## config.mk

```make
export PLATFORM = sky130hd
export DESIGN_NAME = gpio_pin_cell
export DESIGN_NICKNAME = d
export VERILOG_FILES = /design/src/rtl/gpio_cell_pkg.sv /design/src/rtl/gpio_cell_regs.sv /design/src/rtl/gpio_cell_insync.sv /design/src/rtl/gpio_cell_detect.sv /design/src/rtl/gpio_pin_cell.sv
export SDC_FILE = /design/constraint.sdc
export NUM_CORES = 1
export LEC_CHECK = 0
export ABC_CLOCK_PERIOD_IN_PS = 1600
export BUFFER_PORTS_ARGS = -buffer_cell sky130_fd_sc_hd__buf_2
export CAP_MARGIN = 30
export CORE_MARGIN = 2
export CORE_UTILIZATION = 44
export CTS_BUF_LIST = sky130_fd_sc_hd__clkbuf_16
export CTS_CLUSTER_SIZE = 24
export DETAILED_ROUTE_END_ITERATION = 7
export PLACE_DENSITY = 0.8
export SLEW_MARGIN = 20
export SYNTH_ARGS = -nofsm -noshare
export SYNTH_HDL_FRONTEND = slang
export SYNTH_SLANG_ARGS = --single-unit
```

## constraint.sdc

```tcl
create_clock -name clk_i -period 1.6 [get_ports clk_i]
set_input_delay 0.08 -clock clk_i [delete_from_list [all_inputs] [get_ports clk_i]]
set_output_delay 0.08 -clock clk_i [all_outputs]
set_load 0.05 [all_outputs]
```

## src/rtl/gpio_cell_pkg.sv

```systemverilog
package gpio_cell_pkg;
  localparam int unsigned CTRL_W      = 32;
  localparam logic [31:0] CTRL_RST    = 32'h0000_8040;
  localparam logic [31:0] CTRL_STORE  = 32'h0001_FFFF;
  localparam int unsigned LIVE_BIT    = 24;

  localparam int unsigned B_DET_LO  = 4;
  localparam int unsigned B_ODRAIN  = 8;
  localparam int unsigned B_DIR     = 9;
  localparam int unsigned B_SRC_PAR = 10;
  localparam int unsigned B_INV     = 11;
  localparam int unsigned B_FUNC_LO = 12;
  localparam int unsigned B_IN_OFF  = 15;
  localparam int unsigned B_VAL     = 16;

  localparam logic [1:0] A_CTRL = 2'd0;
  localparam logic [1:0] A_LOCK = 2'd1;
  localparam logic [1:0] A_STAT = 2'd2;

  typedef enum logic [2:0] {
    DET_OFF, DET_LOW, DET_HIGH, DET_RISE, DET_FALL, DET_BOTH
  } det_kind_e;

  function automatic det_kind_e det_decode(input logic [3:0] code);
    case (code)
      4'h0:    det_decode = DET_LOW;
      4'h1:    det_decode = DET_HIGH;
      4'hD:    det_decode = DET_RISE;
      4'hE:    det_decode = DET_FALL;
      4'hF:    det_decode = DET_BOTH;
      default: det_decode = DET_OFF;
    endcase
  endfunction
endpackage

```

## src/rtl/gpio_cell_regs.sv

```systemverilog
module gpio_cell_regs
  import gpio_cell_pkg::*;
(
  input  logic              clk_i,
  input  logic              rst_ni,
  input  logic              wr_i,
  input  logic [1:0]        addr_i,
  input  logic [CTRL_W-1:0] wdata_i,
  output logic [CTRL_W-1:0] ctrl_o,
  output logic              lock_o
);
  logic [CTRL_W-1:0] ctrl_q;
  logic              lock_q;
  logic              ctrl_we, lock_we;

  assign ctrl_we = wr_i && (addr_i == A_CTRL) && !lock_q;
  assign lock_we = wr_i && (addr_i == A_LOCK) && wdata_i[0];

  always_ff @(posedge clk_i or negedge rst_ni) begin
    if (!rst_ni) begin
      ctrl_q <= CTRL_RST;
      lock_q <= 1'b0;
    end else begin
      if (ctrl_we) ctrl_q <= wdata_i & CTRL_STORE;
      if (lock_we) lock_q <= 1'b1;
    end
  end

  assign ctrl_o = ctrl_q;
  assign lock_o = lock_q;
endmodule

```

## src/rtl/gpio_cell_insync.sv

```systemverilog
module gpio_cell_insync #(
  parameter int unsigned STAGES = 2
) (
  input  logic clk_i,
  input  logic rst_ni,
  input  logic d_i,
  output logic q_o
);
  logic [STAGES-1:0] chain_q;

  generate
    for (genvar s = 0; s < STAGES; s++) begin : g_stage
      if (s == 0) begin : g_first
        always_ff @(posedge clk_i or negedge rst_ni) begin
          if (!rst_ni) chain_q[0] <= 1'b0;
          else         chain_q[0] <= d_i;
        end
      end else begin : g_next
        always_ff @(posedge clk_i or negedge rst_ni) begin
          if (!rst_ni) chain_q[s] <= 1'b0;
          else         chain_q[s] <= chain_q[s-1];
        end
      end
    end
  endgenerate

  assign q_o = chain_q[STAGES-1];
endmodule

```

## src/rtl/gpio_cell_detect.sv

```systemverilog
module gpio_cell_detect
  import gpio_cell_pkg::*;
(
  input  logic       clk_i,
  input  logic       rst_ni,
  input  logic       level_i,
  input  logic [3:0] code_i,
  input  logic       in_off_i,
  input  logic       clr_i,
  output logic       stat_o
);
  localparam logic [4:0] CFG_RST = {CTRL_RST[B_DET_LO+3:B_DET_LO], CTRL_RST[B_IN_OFF]};

  det_kind_e  kind;
  logic [4:0] cfg, cfg_q;
  logic       prev_q, stat_q;
  logic       cfg_same, rise, fall, hit;

  assign kind     = det_decode(code_i);
  assign cfg      = {code_i, in_off_i};
  assign cfg_same = (cfg == cfg_q);
  // edges are only trusted when the config matched last cycle too
  assign rise     = cfg_same && level_i && !prev_q;
  assign fall     = cfg_same && !level_i && prev_q;

  always_comb begin
    case (kind)
      DET_LOW:  hit = !level_i;
      DET_HIGH: hit = level_i;
      DET_RISE: hit = rise;
      DET_FALL: hit = fall;
      DET_BOTH: hit = rise || fall;
      default:  hit = 1'b0;
    endcase
  end

  always_ff @(posedge clk_i or negedge rst_ni) begin
    if (!rst_ni) begin
      cfg_q  <= CFG_RST;
      prev_q <= 1'b0;
      stat_q <= 1'b0;
    end else begin
      cfg_q  <= cfg;
      prev_q <= level_i;
      stat_q <= (stat_q && !clr_i) || hit;
    end
  end

  assign stat_o = stat_q;
endmodule

```

## src/rtl/gpio_pin_cell.sv

```systemverilog
module gpio_pin_cell
  import gpio_cell_pkg::*;
#(
  parameter int unsigned SYNC_STAGES = 2
) (
  input  logic              clk_i,
  input  logic              rst_ni,
  input  logic              wr_i,
  input  logic [1:0]        addr_i,
  input  logic [CTRL_W-1:0] wdata_i,
  output logic [CTRL_W-1:0] rdata_o,
  input  logic              par_out_i,
  output logic              par_in_o,
  input  logic              pad_in_i,
  output logic              pad_oe_o,
  output logic              pad_out_o,
  output logic [2:0]        func_sel_o,
  output logic              irq_o
);
  logic [CTRL_W-1:0] ctrl_q;
  logic              lock_q;
  logic              pad_sync, in_live;
  logic              gpio_mode, out_src, out_eff;
  logic              stat_clr;

  gpio_cell_regs u_regs (
    .clk_i   (clk_i),
    .rst_ni  (rst_ni),
    .wr_i    (wr_i),
    .addr_i  (addr_i),
    .wdata_i (wdata_i),
    .ctrl_o  (ctrl_q),
    .lock_o  (lock_q)
  );

  gpio_cell_insync #(.STAGES(SYNC_STAGES)) u_sync (
    .clk_i  (clk_i),
    .rst_ni (rst_ni),
    .d_i    (pad_in_i),
    .q_o    (pad_sync)
  );

  assign in_live  = pad_sync && !ctrl_q[B_IN_OFF];
  assign par_in_o = in_live;
  assign stat_clr = wr_i && (addr_i == A_STAT) && wdata_i[0];

  gpio_cell_detect u_det (
    .clk_i    (clk_i),
    .rst_ni   (rst_ni),
    .level_i  (in_live),
    .code_i   (ctrl_q[B_DET_LO+3:B_DET_LO]),
    .in_off_i (ctrl_q[B_IN_OFF]),
    .clr_i    (stat_clr),
    .stat_o   (irq_o)
  );

  // output path
  assign func_sel_o = ctrl_q[B_FUNC_LO+2:B_FUNC_LO];
  assign gpio_mode  = (func_sel_o == 3'd0);
  assign out_src    = ctrl_q[B_SRC_PAR] ? par_out_i : ctrl_q[B_VAL];
  assign out_eff    = out_src ^ ctrl_q[B_INV];
  assign pad_out_o  = gpio_mode && out_eff;
  assign pad_oe_o   = gpio_mode && ctrl_q[B_DIR] && (!ctrl_q[B_ODRAIN] || !out_eff);

  always_comb begin
    case (addr_i)
      A_CTRL:  rdata_o = ctrl_q | (CTRL_W'(in_live) << LIVE_BIT);
      A_LOCK:  rdata_o = {{(CTRL_W-1){1'b0}}, lock_q};
      A_STAT:  rdata_o = {{(CTRL_W-1){1'b0}}, irq_o};
      default: rdata_o = '0;
    endcase
  end
endmodule

```

==> results of run 1 <==
[flip-flops by register name, indices dropped and copies added (netlist names)]
name            flops
u_det.stat_o        1
u_det.cfg_q         5
u_sync.q_o          1
u_sync.chain_q      1
u_det.prev_q        1
u_regs.ctrl_o      17
u_regs.lock_o       1
[metal layers]
metal	GRT usage (%)	share of wire, %	up-vias
met5	0	0	-
li1	-	-	463
met3	3.25	6.1	2
met1	20.2	42	461
met2	27.8	52	42
met4	4.76	0.47	0
[worst min-delay path by stage]
| stage | end | cells after the start |
|---|---|---|
| floorplan | u_det.cfg_q[1] | 0 |
| global placement | u_sync.chain_q[0] | 1 |
| detailed placement | u_regs.ctrl_o[5] | 1 |
| CTS | u_regs.ctrl_o[4] | 3 |
| global route | u_regs.ctrl_o[13] | 2 |
| finish | u_regs.ctrl_o[4] | 3 |
[critical path, stage by stage, from the launching register on]
cell and delay (ns):
dfrtp_1 0.38, mux2i_1 0.25, xnor2_1 0.16, and2_1 0.14, buf_2 0.25
[final cells by class]
type | instances | area (sq um)
Timing Repair Buffer | 52 | 288
Inverter | 3 | 11.3
Sequential cell | 27 | 681
Clock inverter | 1 | 5.00
Fill cell | 257 | 1330
Multi-Input combinational cell | 80 | 587
Clock buffer | 3 | 75.1
Tap cell | 44 | 55.1
[metrics by stage]
stage               worst slack, ns  cell area, sq um
global route                0.00627              1700
detailed placement            0.237              1600
CTS                          0.0581              1700
global placement              0.268              1600
finish                       0.0726              1700
floorplan                    0.0143              1440
[where the power goes]
group	switching [uW]	leakage, uW	internal (uW)
Clock	211	0.0000409	336
Combinational	687	0.000491	352
Sequential	192	0.000315	941
Total	1090	0.000847	1630
[logic make-up after synthesis]
group                     count (synthesis)  share of synthesized area [%]
buffers and inverters                    24                           13.3
xor gates and xnor gates                  1                          0.630
and+or+nand+nor                          35                           15.2
AOI/OAI and AO/OA                        12                           5.67
muxes                                    18                           15.9
DFF                                      27                           49.0
other                                     1                          0.270
[placed cells by master, fill, tap and decap left out, types with 3 or more instances in the layout]
cell	netlist	layout
nand2_1	5	5
mux2i_1	3	3
buf_2	0	48
conb_1	1	14
nor3_1	5	4
inv_1	3	3
clkbuf_16	0	3
and2_1	15	15
dfstp_2	4	4
o21ai_0	4	3
mux2_2	9	9
dfrtp_1	23	23
mux2_4	6	6
==> summary.md, run 1 <==
| Metric | Value |
|---|---|
| Setup TNS | `0 ns` |
| Area leader, netlist | `dfrtp_1` |
| Top cells by area, synth | `dfrtp_1 (41%), buf_4 (9.2%), dfstp_2 (7.6%)` |
| Via density per instance | `~4.6` |
| R2r startpoint | `u_regs.lock_o` |
| Util after Layout | `between 50% and 60%` |
| Critical path startpoint | `u_regs.ctrl_o[10]` |
| Number of CTS-inserted buffers | `3` |
| Synthesized area per cell | `approximately 12 sq um` |
| Reg2reg path depth | `3` |
| Power per Cell Area | `1600 nW/um^2` |
| Antenna cells | `0` |
| Fin nets | `roughly 200` |
| Root Buffer Master | `clkbuf_16` |
| WL/cell | `about 12 microns` |
| Reg2reg end | `u_regs.ctrl_o[8]` |
| Largest net degree at the start of global routing | `28` |
| CTS tree | `built` |
| Ys flop type | `dfrtp_1` |
| MaxCap Viol Count | `0` |
| Die Span X | `about 60 microns` |
| First-pass GRT wire length | `~4.4 mm` |
| Number of global-route vias before repair | `973` |
| Hpwl dp | `about 2 mm` |
| Tightest Pin Transition | `around 0.57 ns` |
| Final Critical Period | `around 1.5 ns` |
| Cells after Synth | `118` |
| Critical path endpoint category | `output port` |
| Core area | `~3000 sq um` |
| Hold Crit Start | `wdata_i[4]` |
| Initial Utilization | `between 40% and 50%` |
| Sink Count | `27` |
| Clock Path Buffers | `2` |
| Synth warn | `0` |
| Area grow syn2layout | `22.4%` |
| Cell row count | `20` |
| Most common cell in the synthesized netlist | `dfrtp_1` |
| Count of input and output buffers | `48` |
| Post-CTS sizing | `0` |
| Achievable Freq | `~650 MHz` |
| Sequential fraction of the synthesis area | `between 40% and 50%` |
| RSZ-0062 raised after global routing | `no` |
| Post-synth ARST share | `between 90% and 100%` |
| Placed Cells | `between 200 and 250` |
| Clock Latency Late Sink | `roughly 0.26 ns` |
| CTS H-tree depth | `1` |
| Chip Height | `between 60 and 70 microns` |
| Synth cell count leaders | `dfrtp_1 (23), buf_4 (17), and2_1 (15)` |
| Mapped Area | `approximately 1400 sq um` |
| Final Hold Fails | `0` |
| DR vias | `roughly 970` |
| Max-slew headroom | `roughly three fifths` |
| Clock Skew | `0.00352 ns` |
| Hold Slack | `~0.03 ns` |
| Crit path kind | `reg2out` |
| Initial antenna violation count | `0` |
| Maximum VDD drop | `around 0.00084 V` |
| Yosys reg bits | `27` |
| Clk slew on worst S/H paths | `around 0.06 ns` |
| Final setup fails | `0` |
| Die Area | `~3600 sq um` |
| R2r setup slk | `0.23 ns` |
| Top-area cell type share of the netlist area | `41.4%` |
| Final WL | `between 2 and 3 mm` |
| Max-slew violation count | `0` |
| Placer congestion estimate | `approximately 0.81` |
| Total power | `about 2700 uW` |
| Detail Route Antenna Nets | `0` |
| EDFF count, synth | `0` |
| GRT Total Usage | `16.1%` |
| Max FO, Critical Path | `3` |
| CP Launch Type | `flip-flop` |
| Status | `finished, final reports clean` |
| Critical Path RT | `around 1.5 ns` |
| Worst setup path endpoint | `pad_out_o` |
| Non-filler instance count after layout | `between 200 and 250` |
| Pleak | `0.000847 uW` |
| # Post-CTS Setup Buffers | `0` |
| Fin crit share | `a little over nine tenths` |
| Residual DRC | `0` |
| Remaining Overflow, GRT | `0` |
| CP Data Arrival Time | `1.45 ns` |
| Synth cell types | `31` |
| Hold bufs inserted after CTS | `2` |
| Fraction of layout cells with a size suffix above 1 | `between 40% and 50%` |
| Worst Hold Class | `in2reg` |
| First-pass DRT Iterations | `4` |
| DRT iter0 DRCs | `15` |
| I/O pins | `78` |
(Power assumes the default switching activity.)
==> run 2: changes to the inputs <==
--- a/config.mk
+++ b/config.mk
@@ -14,6 +14,7 @@
 export CTS_CLUSTER_SIZE = 24
 export DETAILED_ROUTE_END_ITERATION = 7
 export PLACE_DENSITY = 0.8
+export REMOVE_ABC_BUFFERS = 1
 export SLEW_MARGIN = 20
 export SYNTH_ARGS = -nofsm -noshare
 export SYNTH_HDL_FRONTEND = slang
==> run 2 against run 1 <==
Against the previous run: die area did not move; fmax is 4.4% higher; final area is essentially flat; worst hold slack worse by 0.012 ns; setup slack better by 0.064 ns; clock power grew 7.1%; global-route usage grew 0.89 points; non-clock buffer count increased by 1; utilization is essentially flat.
==> summary.md, run 2 (synthesized netlist as in run 1, its figures left out) <==
| Metric | Value |
|---|---|
| Status | `finished, final reports clean` |
| FILL cells | `269 (+4.7%)` |
| Critical Path RT | `1.52 ns (about the same)` |
| Worst Hold Class | `in2reg` |
| Max reg flops | `17 (unchanged)` |
| I/O pins | `78 (unchanged)` |
| Non-filler instance count after layout | `211 (+0.48%)` |
| Fin nets | `207 (+0.49%)` |
| Largest net degree at the start of global routing | `28 (unchanged)` |
| RSZ-0062 raised after global routing | `no` |
| Placed Cells | `205 (+0.49%)` |
| Hold Crit Start | `wdata_i[4]` |
| Commonest non-fill, non-tap cell in the layout | `buf_2` |
| Residual DRC | `0 (unchanged)` |
| Sw frac | `40.7% (+0.57 points)` |
| Hold EP | `u_regs.ctrl_o[4]` |
| Final WL | `2.72 mm (+6.4%)` |
| Maximum VDD drop | `0.000795 V (-5.3%)` |
| WL/cell | `12.9 microns (+5.9%)` |
| DRT iter0 DRCs | `12 (-3)` |
| Cell row count | `20 (unchanged)` |
| # Post-CTS Setup Buffers | `0 (unchanged)` |
| Critical path endpoint category | `output port` |
| Commonest non-fill, non-tap cells in the layout | `buf_2 (46), dfrtp_1 (23), and2_1 (15)` |
| Crit path kind | `reg2out` |
| CP Data Arrival Time | `1.38 ns (-0.07 ns)` |
| Reg power frac | `40.9% (-0.8 points)` |
| Root Buffer Master | `clkbuf_16` |
| Remaining Overflow, GRT | `0 (unchanged)` |
| Int Power | `1640 uW (+0.95%)` |
| Max FO, Critical Path | `3 (unchanged)` |
| DR vias | `986 (+1.9%)` |
| Setup WS pre-CTS | `0.232 ns (-0.00472 ns)` |
| Fin crit share | `91.5% (-4.0 points)` |
| Hpwl dp | `2.00 mm (+0.71%)` |
| Reg2reg path depth | `3 (unchanged)` |
| Final Hold Fails | `0 (unchanged)` |
| Core area | `3030 sq um (unchanged)` |
| Clock Skew | `0.00818 ns (+0.00466 ns)` |
| R2r startpoint | `u_regs.lock_o` |
| Max-slew headroom | `60.8% (-0.93 points)` |
| Pleak | `0.000850 uW (+0.27%)` |
| Max-slew violation count | `0 (unchanged)` |
| Count of input and output buffers | `48 (unchanged)` |
| Combinational share of power | `37.9% (-0.3 points)` |
| Fraction of layout cells with a size suffix above 1 | `46.1% (-0.28 points)` |
| Number of CTS-inserted buffers | `3 (unchanged)` |
| R2r setup slk | `0.22 ns (about the same)` |
| Detail Route Antenna Nets | `0 (unchanged)` |
| Die Span X | `60.2 microns (unchanged)` |
| Util after Layout | `56.2% (about the same)` |
| Placer congestion estimate | `0.787 (-2.9%)` |
| WHS Path Cells | `3 (unchanged)` |
| CTS tree | `built` |
| First-pass DRT Iterations | `2 (-2)` |
| Antenna cells | `0 (unchanged)` |
| GRT Total Usage | `17.0% (+0.89 points)` |
| Final setup fails | `0 (unchanged)` |
| Clock Path Buffers | `2 (unchanged)` |
| MaxCap Viol Count | `0 (unchanged)` |
| Footprint of the multi-input gates | `582 sq um (-0.85%)` |
| Clk slew on worst S/H paths | `0.07 ns (about the same)` |
| Psw | `1130 uW (+3.4%)` |
| Min setup slack post-route | `0.136 ns (+0.0639 ns)` |
| Register area | `681 sq um (unchanged)` |
| Clock power share | `21.1% (+1.0 points)` |
| Initial antenna violation count | `0 (unchanged)` |
| CTS H-tree depth | `1 (unchanged)` |
| Tightest Pin Transition | `0.589 ns (+0.0139 ns)` |
| Sink Count | `27 (unchanged)` |
| First-pass GRT wire length | `4.36 mm (-0.32%)` |
| Number of global-route vias before repair | `940 (-3.4%)` |
| Via density per instance | `4.67 (+1.4%)` |
| Chip Height | `60.2 microns (unchanged)` |
| Initial Utilization | `45.9% (unchanged)` |
| Die Area | `3620 sq um (unchanged)` |
| CP Launch Type | `flip-flop` |
| Power per Cell Area | `1630 nW/um^2 (+2.0%)` |
| Area grow syn2layout | `22.3% (about the same)` |
| Reg2reg end | `u_regs.ctrl_o[1]` |
| Achievable Freq | `683 MHz (+4.4%)` |
| Clock Latency Late Sink | `0.27 ns (about the same)` |
| Final Critical Period | `1.46 ns (-0.0639 ns)` |
run 2: changes by cell type in the layout (fill, tap and decap cells not counted):
| cell | previous run | this run |
|---|---|---|
| buf_4 | 1 | 5 |
| clkinv_2 | 1 | 0 |
| o21ai_1 | 1 | 0 |
| o21ai_0 | 3 | 4 |
| buf_2 | 48 | 46 |
| inv_6 | 0 | 1 |
| nor3_2 | 1 | 0 |
| buf_12 | 1 | 0 |
| nor3_1 | 4 | 5 |
run 2: worst max-delay path, cell delays in order (launching register included):
cell and delay (ns):
dfrtp_1 0.38, mux2i_1 0.23, xnor2_1 0.16, and2_1 0.16, buf_4 0.19
run 2: worst max path at each step:
stage / startpoint / endpoint / depth (start not counted)
floorplan: u_regs.lock_o / u_regs.ctrl_o[0] / 2
global placement: u_regs.lock_o / u_regs.ctrl_o[16] / 3
detailed placement: u_regs.lock_o / u_regs.ctrl_o[2] / 3
CTS: u_regs.ctrl_o[10] / pad_out_o / 4
global route: u_regs.ctrl_o[10] / pad_out_o / 4
finish: u_regs.ctrl_o[10] / pad_out_o / 4
run 2: power by group through the flow:
stage          clock [uW]  sequential, uW  combinational (uW)
2_1_floorplan           0            1230                 697
3_3_place_gp            0            1120                1030
3_5_place_dp            0            1150                1040
4_1_cts               613            1140                1050
5_1_grt               646            1170                1130
6_report              586            1130                1050
run 2: cell type report:
type	count	share of cell area (%)
clock inverter	1	0.515
clock buffer	3	4.42
sequential	27	40.0
multi-input combinational	80	34.2
inverter	3	0.662
timing repair buffer	53	16.9
tap	44	3.24
run 2: repair_timing:
action / in CTS / in global routing
hold buffers: 2 / 0
resized for setup: 0 / 4
endpoints found under the setup margin: 0 / 2
endpoints found under the hold margin: 24 / 0
run 2: metrics by stage:
| stage | hold WS (ns) | power (uW) | instance area, sq um | TNS [ns] |
|---|---|---|---|---|
| after floorplan | -0.216 | 1930 | 1260 | -9.53 |
| after global placement | 0.101 | 2140 | 1590 | 0 |
| after detailed placement | 0.119 | 2190 | 1590 | 0 |
| after CTS | 0.0196 | 2800 | 1700 | 0 |
| after global routing | 0.0362 | 2950 | 1700 | 0 |
| final | 0.0187 | 2770 | 1700 | 0 |
run 2: per-layer routing:
| metal | wire length [microns] | vias up | global-route usage (%) |
|---|---|---|---|
| met1 | 1150 | 476 | 20.5 |
| met2 | 1370 | 39 | 28.9 |
| met4 | 66 | 0 | 10.2 |
| met5 | 0 | - | 0 |
| met3 | 127 | 4 | 1.95 |
| li1 | - | 467 | - |
==> run 3: changes to the inputs <==
--- a/config.mk
+++ b/config.mk
@@ -5,15 +5,15 @@
 export SDC_FILE = /design/constraint.sdc
 export NUM_CORES = 1
 export LEC_CHECK = 0
-export ABC_CLOCK_PERIOD_IN_PS = 1600
+export ABC_CLOCK_PERIOD_IN_PS = 1700
 export BUFFER_PORTS_ARGS = -buffer_cell sky130_fd_sc_hd__buf_2
 export CAP_MARGIN = 30
 export CORE_MARGIN = 2
-export CORE_UTILIZATION = 44
+export CORE_UTILIZATION = 47
 export CTS_BUF_LIST = sky130_fd_sc_hd__clkbuf_16
 export CTS_CLUSTER_SIZE = 24
 export DETAILED_ROUTE_END_ITERATION = 7
-export PLACE_DENSITY = 0.8
+export PLACE_DENSITY = 0.84
 export REMOVE_ABC_BUFFERS = 1
 export SLEW_MARGIN = 20
 export SYNTH_ARGS = -nofsm -noshare
==> constraint.sdc (replaced) <==
create_clock -name clk_i -period 1.7 [get_ports clk_i]
set_input_delay 0.085 -clock clk_i [delete_from_list [all_inputs] [get_ports clk_i]]
set_output_delay 0.085 -clock clk_i [all_outputs]
set_load 0.05 [all_outputs]
==> run 3 against run 2 <==
Against the previous run: count of clock-buffer cells in the layout stayed put; critical path depth stayed put; global-route usage is 0.61 points higher; die area is 6.0% lower; critical path type unchanged; largest power group unchanged.
==> summary.md, run 3 (synthesized netlist as in run 1, its figures left out) <==
| Metric | Value |
|---|---|
| CP peak stage delay | `0.38 ns (about the same)` |
| Hold Crit Start | `wdata_i[5]` |
| Fin crit share | `between 80% and 90%` |
| Status | `finished, final reports clean` |
| Worst Hold Class | `in2reg` |
| Clock Path Buffers | `2 (unchanged)` |
| Fin nets | `206 (-0.48%)` |
| Setup TNS | `0 ns (unchanged)` |
| Footprint of the multi-input gates | `582 sq um (unchanged)` |
| Reg2reg path depth | `3 (unchanged)` |
| R2r startpoint | `u_regs.lock_o` |
| Worst setup path endpoint | `pad_out_o` |
| First-pass DRT Iterations | `4 (+2)` |
| MaxCap Viol Count | `0 (unchanged)` |
| Achievable Freq | `approximately 670 MHz` |
| DRT iter0 DRCs | `33 (+21)` |
| I/O pins | `78 (unchanged)` |
| # Post-CTS Setup Buffers | `0 (unchanged)` |
| Clock Latency Late Sink | `0.26 ns (about the same)` |
| Combinational share of power | `37.8% (about the same)` |
| Die Span X | `58.4 microns (-3.0%)` |
| Area grow syn2layout | `21.2%` |
| First-pass GRT wire length | `4.50 mm (+3.2%)` |
| Final WL | `2.70 mm (-0.66%)` |
| Remaining Overflow, GRT | `0 (unchanged)` |
| Total power | `2600 uW (-6.2%)` |
| GRT Total Usage | `17.6% (+0.61 points)` |
| Max FO, Critical Path | `3 (unchanged)` |
| Tightest Pin Transition | `0.578 ns (-0.0110 ns)` |
| WL/cell | `13.7 microns (+6.4%)` |
| Chip Height | `58.4 microns (-3.0%)` |
| Clk slew on worst S/H paths | `0.07 ns (about the same)` |
| Final Critical Period | `1.50 ns` |
| CTS H-tree depth | `1 (unchanged)` |
| Placer congestion estimate | `0.798 (+1.4%)` |
| Clock power share | `21.2% (about the same)` |
| Pleak | `0.000847 uW (-0.33%)` |
| Register area | `681 sq um (unchanged)` |
| DR vias | `973 (-1.3%)` |
| CP Data Arrival Time | `1.41 ns (+0.03 ns)` |
| Critical path endpoint category | `output port` |
| Fraction of layout cells with a size suffix above 1 | `45.8% (-0.32 points)` |
| Maximum VDD drop | `0.00107 V (+35%)` |
| Die Area | `3410 sq um (-6.0%)` |
| Hold bufs inserted after CTS | `2 (unchanged)` |
| Power per Cell Area | `1540 nW/um^2 (-5.3%)` |
| Psw | `1060 uW (-5.9%)` |
| Via density per instance | `4.94 (+5.7%)` |
| Delay-heaviest family, CP | `flip-flops` |
| Crit path kind | `reg2out` |
| CTS tree | `built` |
| Critical path startpoint | `u_regs.ctrl_o[10]` |
| Final setup fails | `0 (unchanged)` |
| Cell row count | `19 (-5.0%)` |
| Int Power | `1540 uW (-6.3%)` |
| Max reg flops | `17 (unchanged)` |
| Largest net degree at the start of global routing | `28 (unchanged)` |
| Residual DRC | `0 (unchanged)` |
| CP Launch Type | `flip-flop` |
| Sw frac | `40.8% (+0.10 points)` |
| Initial Utilization | `50.0% (+4.1 points)` |
| Final Hold Fails | `0 (unchanged)` |
| Sink Count | `27 (unchanged)` |
| Max-slew headroom | `61.5% (+0.73 points)` |
| R2r setup slk | `0.35 ns (+0.13 ns)` |
| FILL cells | `224 (-17%)` |
| Clock Skew | `0.00476 ns (-0.00342 ns)` |
| Post-CTS sizing | `0 (unchanged)` |
| Min setup slack post-route | `0.204 ns (+0.0672 ns)` |
| Hold Slack | `0.0272 ns (+0.00860 ns)` |
| Crit-path cells | `mux2i_1 -> xnor2_1 -> and2_1 -> buf_2` |
| Number of CTS-inserted buffers | `3 (unchanged)` |
| Critical path buffer and inverter count | `1 (unchanged)` |
| Crit path depth | `4 (unchanged)` |
| Initial antenna violation count | `0 (unchanged)` |
| Commonest non-fill, non-tap cell in the layout | `buf_2` |
| Core area | `2780 sq um (-8.1%)` |
| RSZ-0062 raised after global routing | `no` |
| Antenna cells | `0 (unchanged)` |
| Root Buffer Master | `clkbuf_16` |
| Reg2reg end | `u_regs.ctrl_o[3]` |
| Max-slew violation count | `0 (unchanged)` |
| Reg power frac | `41.0% (about the same)` |
| Detail Route Antenna Nets | `0 (unchanged)` |
| Setup WS pre-CTS | `0.344 ns (+0.112 ns)` |
| Count of input and output buffers | `48 (unchanged)` |
| Hpwl dp | `2.03 mm (+1.5%)` |
| Critical Path RT | `1.62 ns (+0.10 ns)` |
| Number of global-route vias before repair | `987 (+5.0%)` |
| Critical path's slowest cell | `dfrtp_1` |
| Commonest non-fill, non-tap cells in the layout | `buf_2 (48), dfrtp_1 (23), and2_1 (15)` |
[run 3: power by group through the flow]
stage	registers (uW)	logic (uW)	clock network, uW
after floorplan	1160	656	0
after global placement	1050	962	0
after detailed placement	1080	981	0
after CTS	1070	989	557
after global routing	1110	1060	589
final	1070	983	551
[run 3: area by class of cell]
type	count	share of cell area (%)
clock inverters	1	0.520
flip-flops and latches	27	40.4
multi-input cells	80	34.5
well taps	31	2.30
repair buffers	52	17.1
inverters	3	0.669
clock buffers	3	4.46
[run 3: routing by layer]
metal / routed length (microns) / vias up / track usage [%]
li1: - / 466 / -
met1: 1080 / 459 / 21.9
met2: 1400 / 46 / 30.3
met3: 202 / 2 / 4.84
met4: 13 / 0 / 4.32
met5: 0 / - / 0
[run 3: worst min-delay path, cell delays in order]
cell and delay (ns):
buf_2 0.07, nand2_1 0.04, o21ai_0 0.06
[run 3: worst min path at each step]
stage / endpoint / slack (ns) / cells after the start
after floorplan: u_det.cfg_q[1] / -0.21 / 0
after global placement: u_regs.ctrl_o[16] / 0.10 / 1
after detailed placement: u_regs.ctrl_o[16] / 0.12 / 1
after CTS: u_regs.ctrl_o[5] / 0.02 / 3
after global routing: u_regs.ctrl_o[5] / 0.03 / 3
final: u_regs.ctrl_o[5] / 0.03 / 3
[run 3: through the flow]
stage                     instance area [sq um]  std cells  util [%]
after floorplan                            1260        110         -
after CTS                                  1680        197      60.5
after global routing                       1680        197      60.5
after detailed placement                   1580        191      56.8
final                                      1680        197      60.5
after global placement                     1580        191      56.8
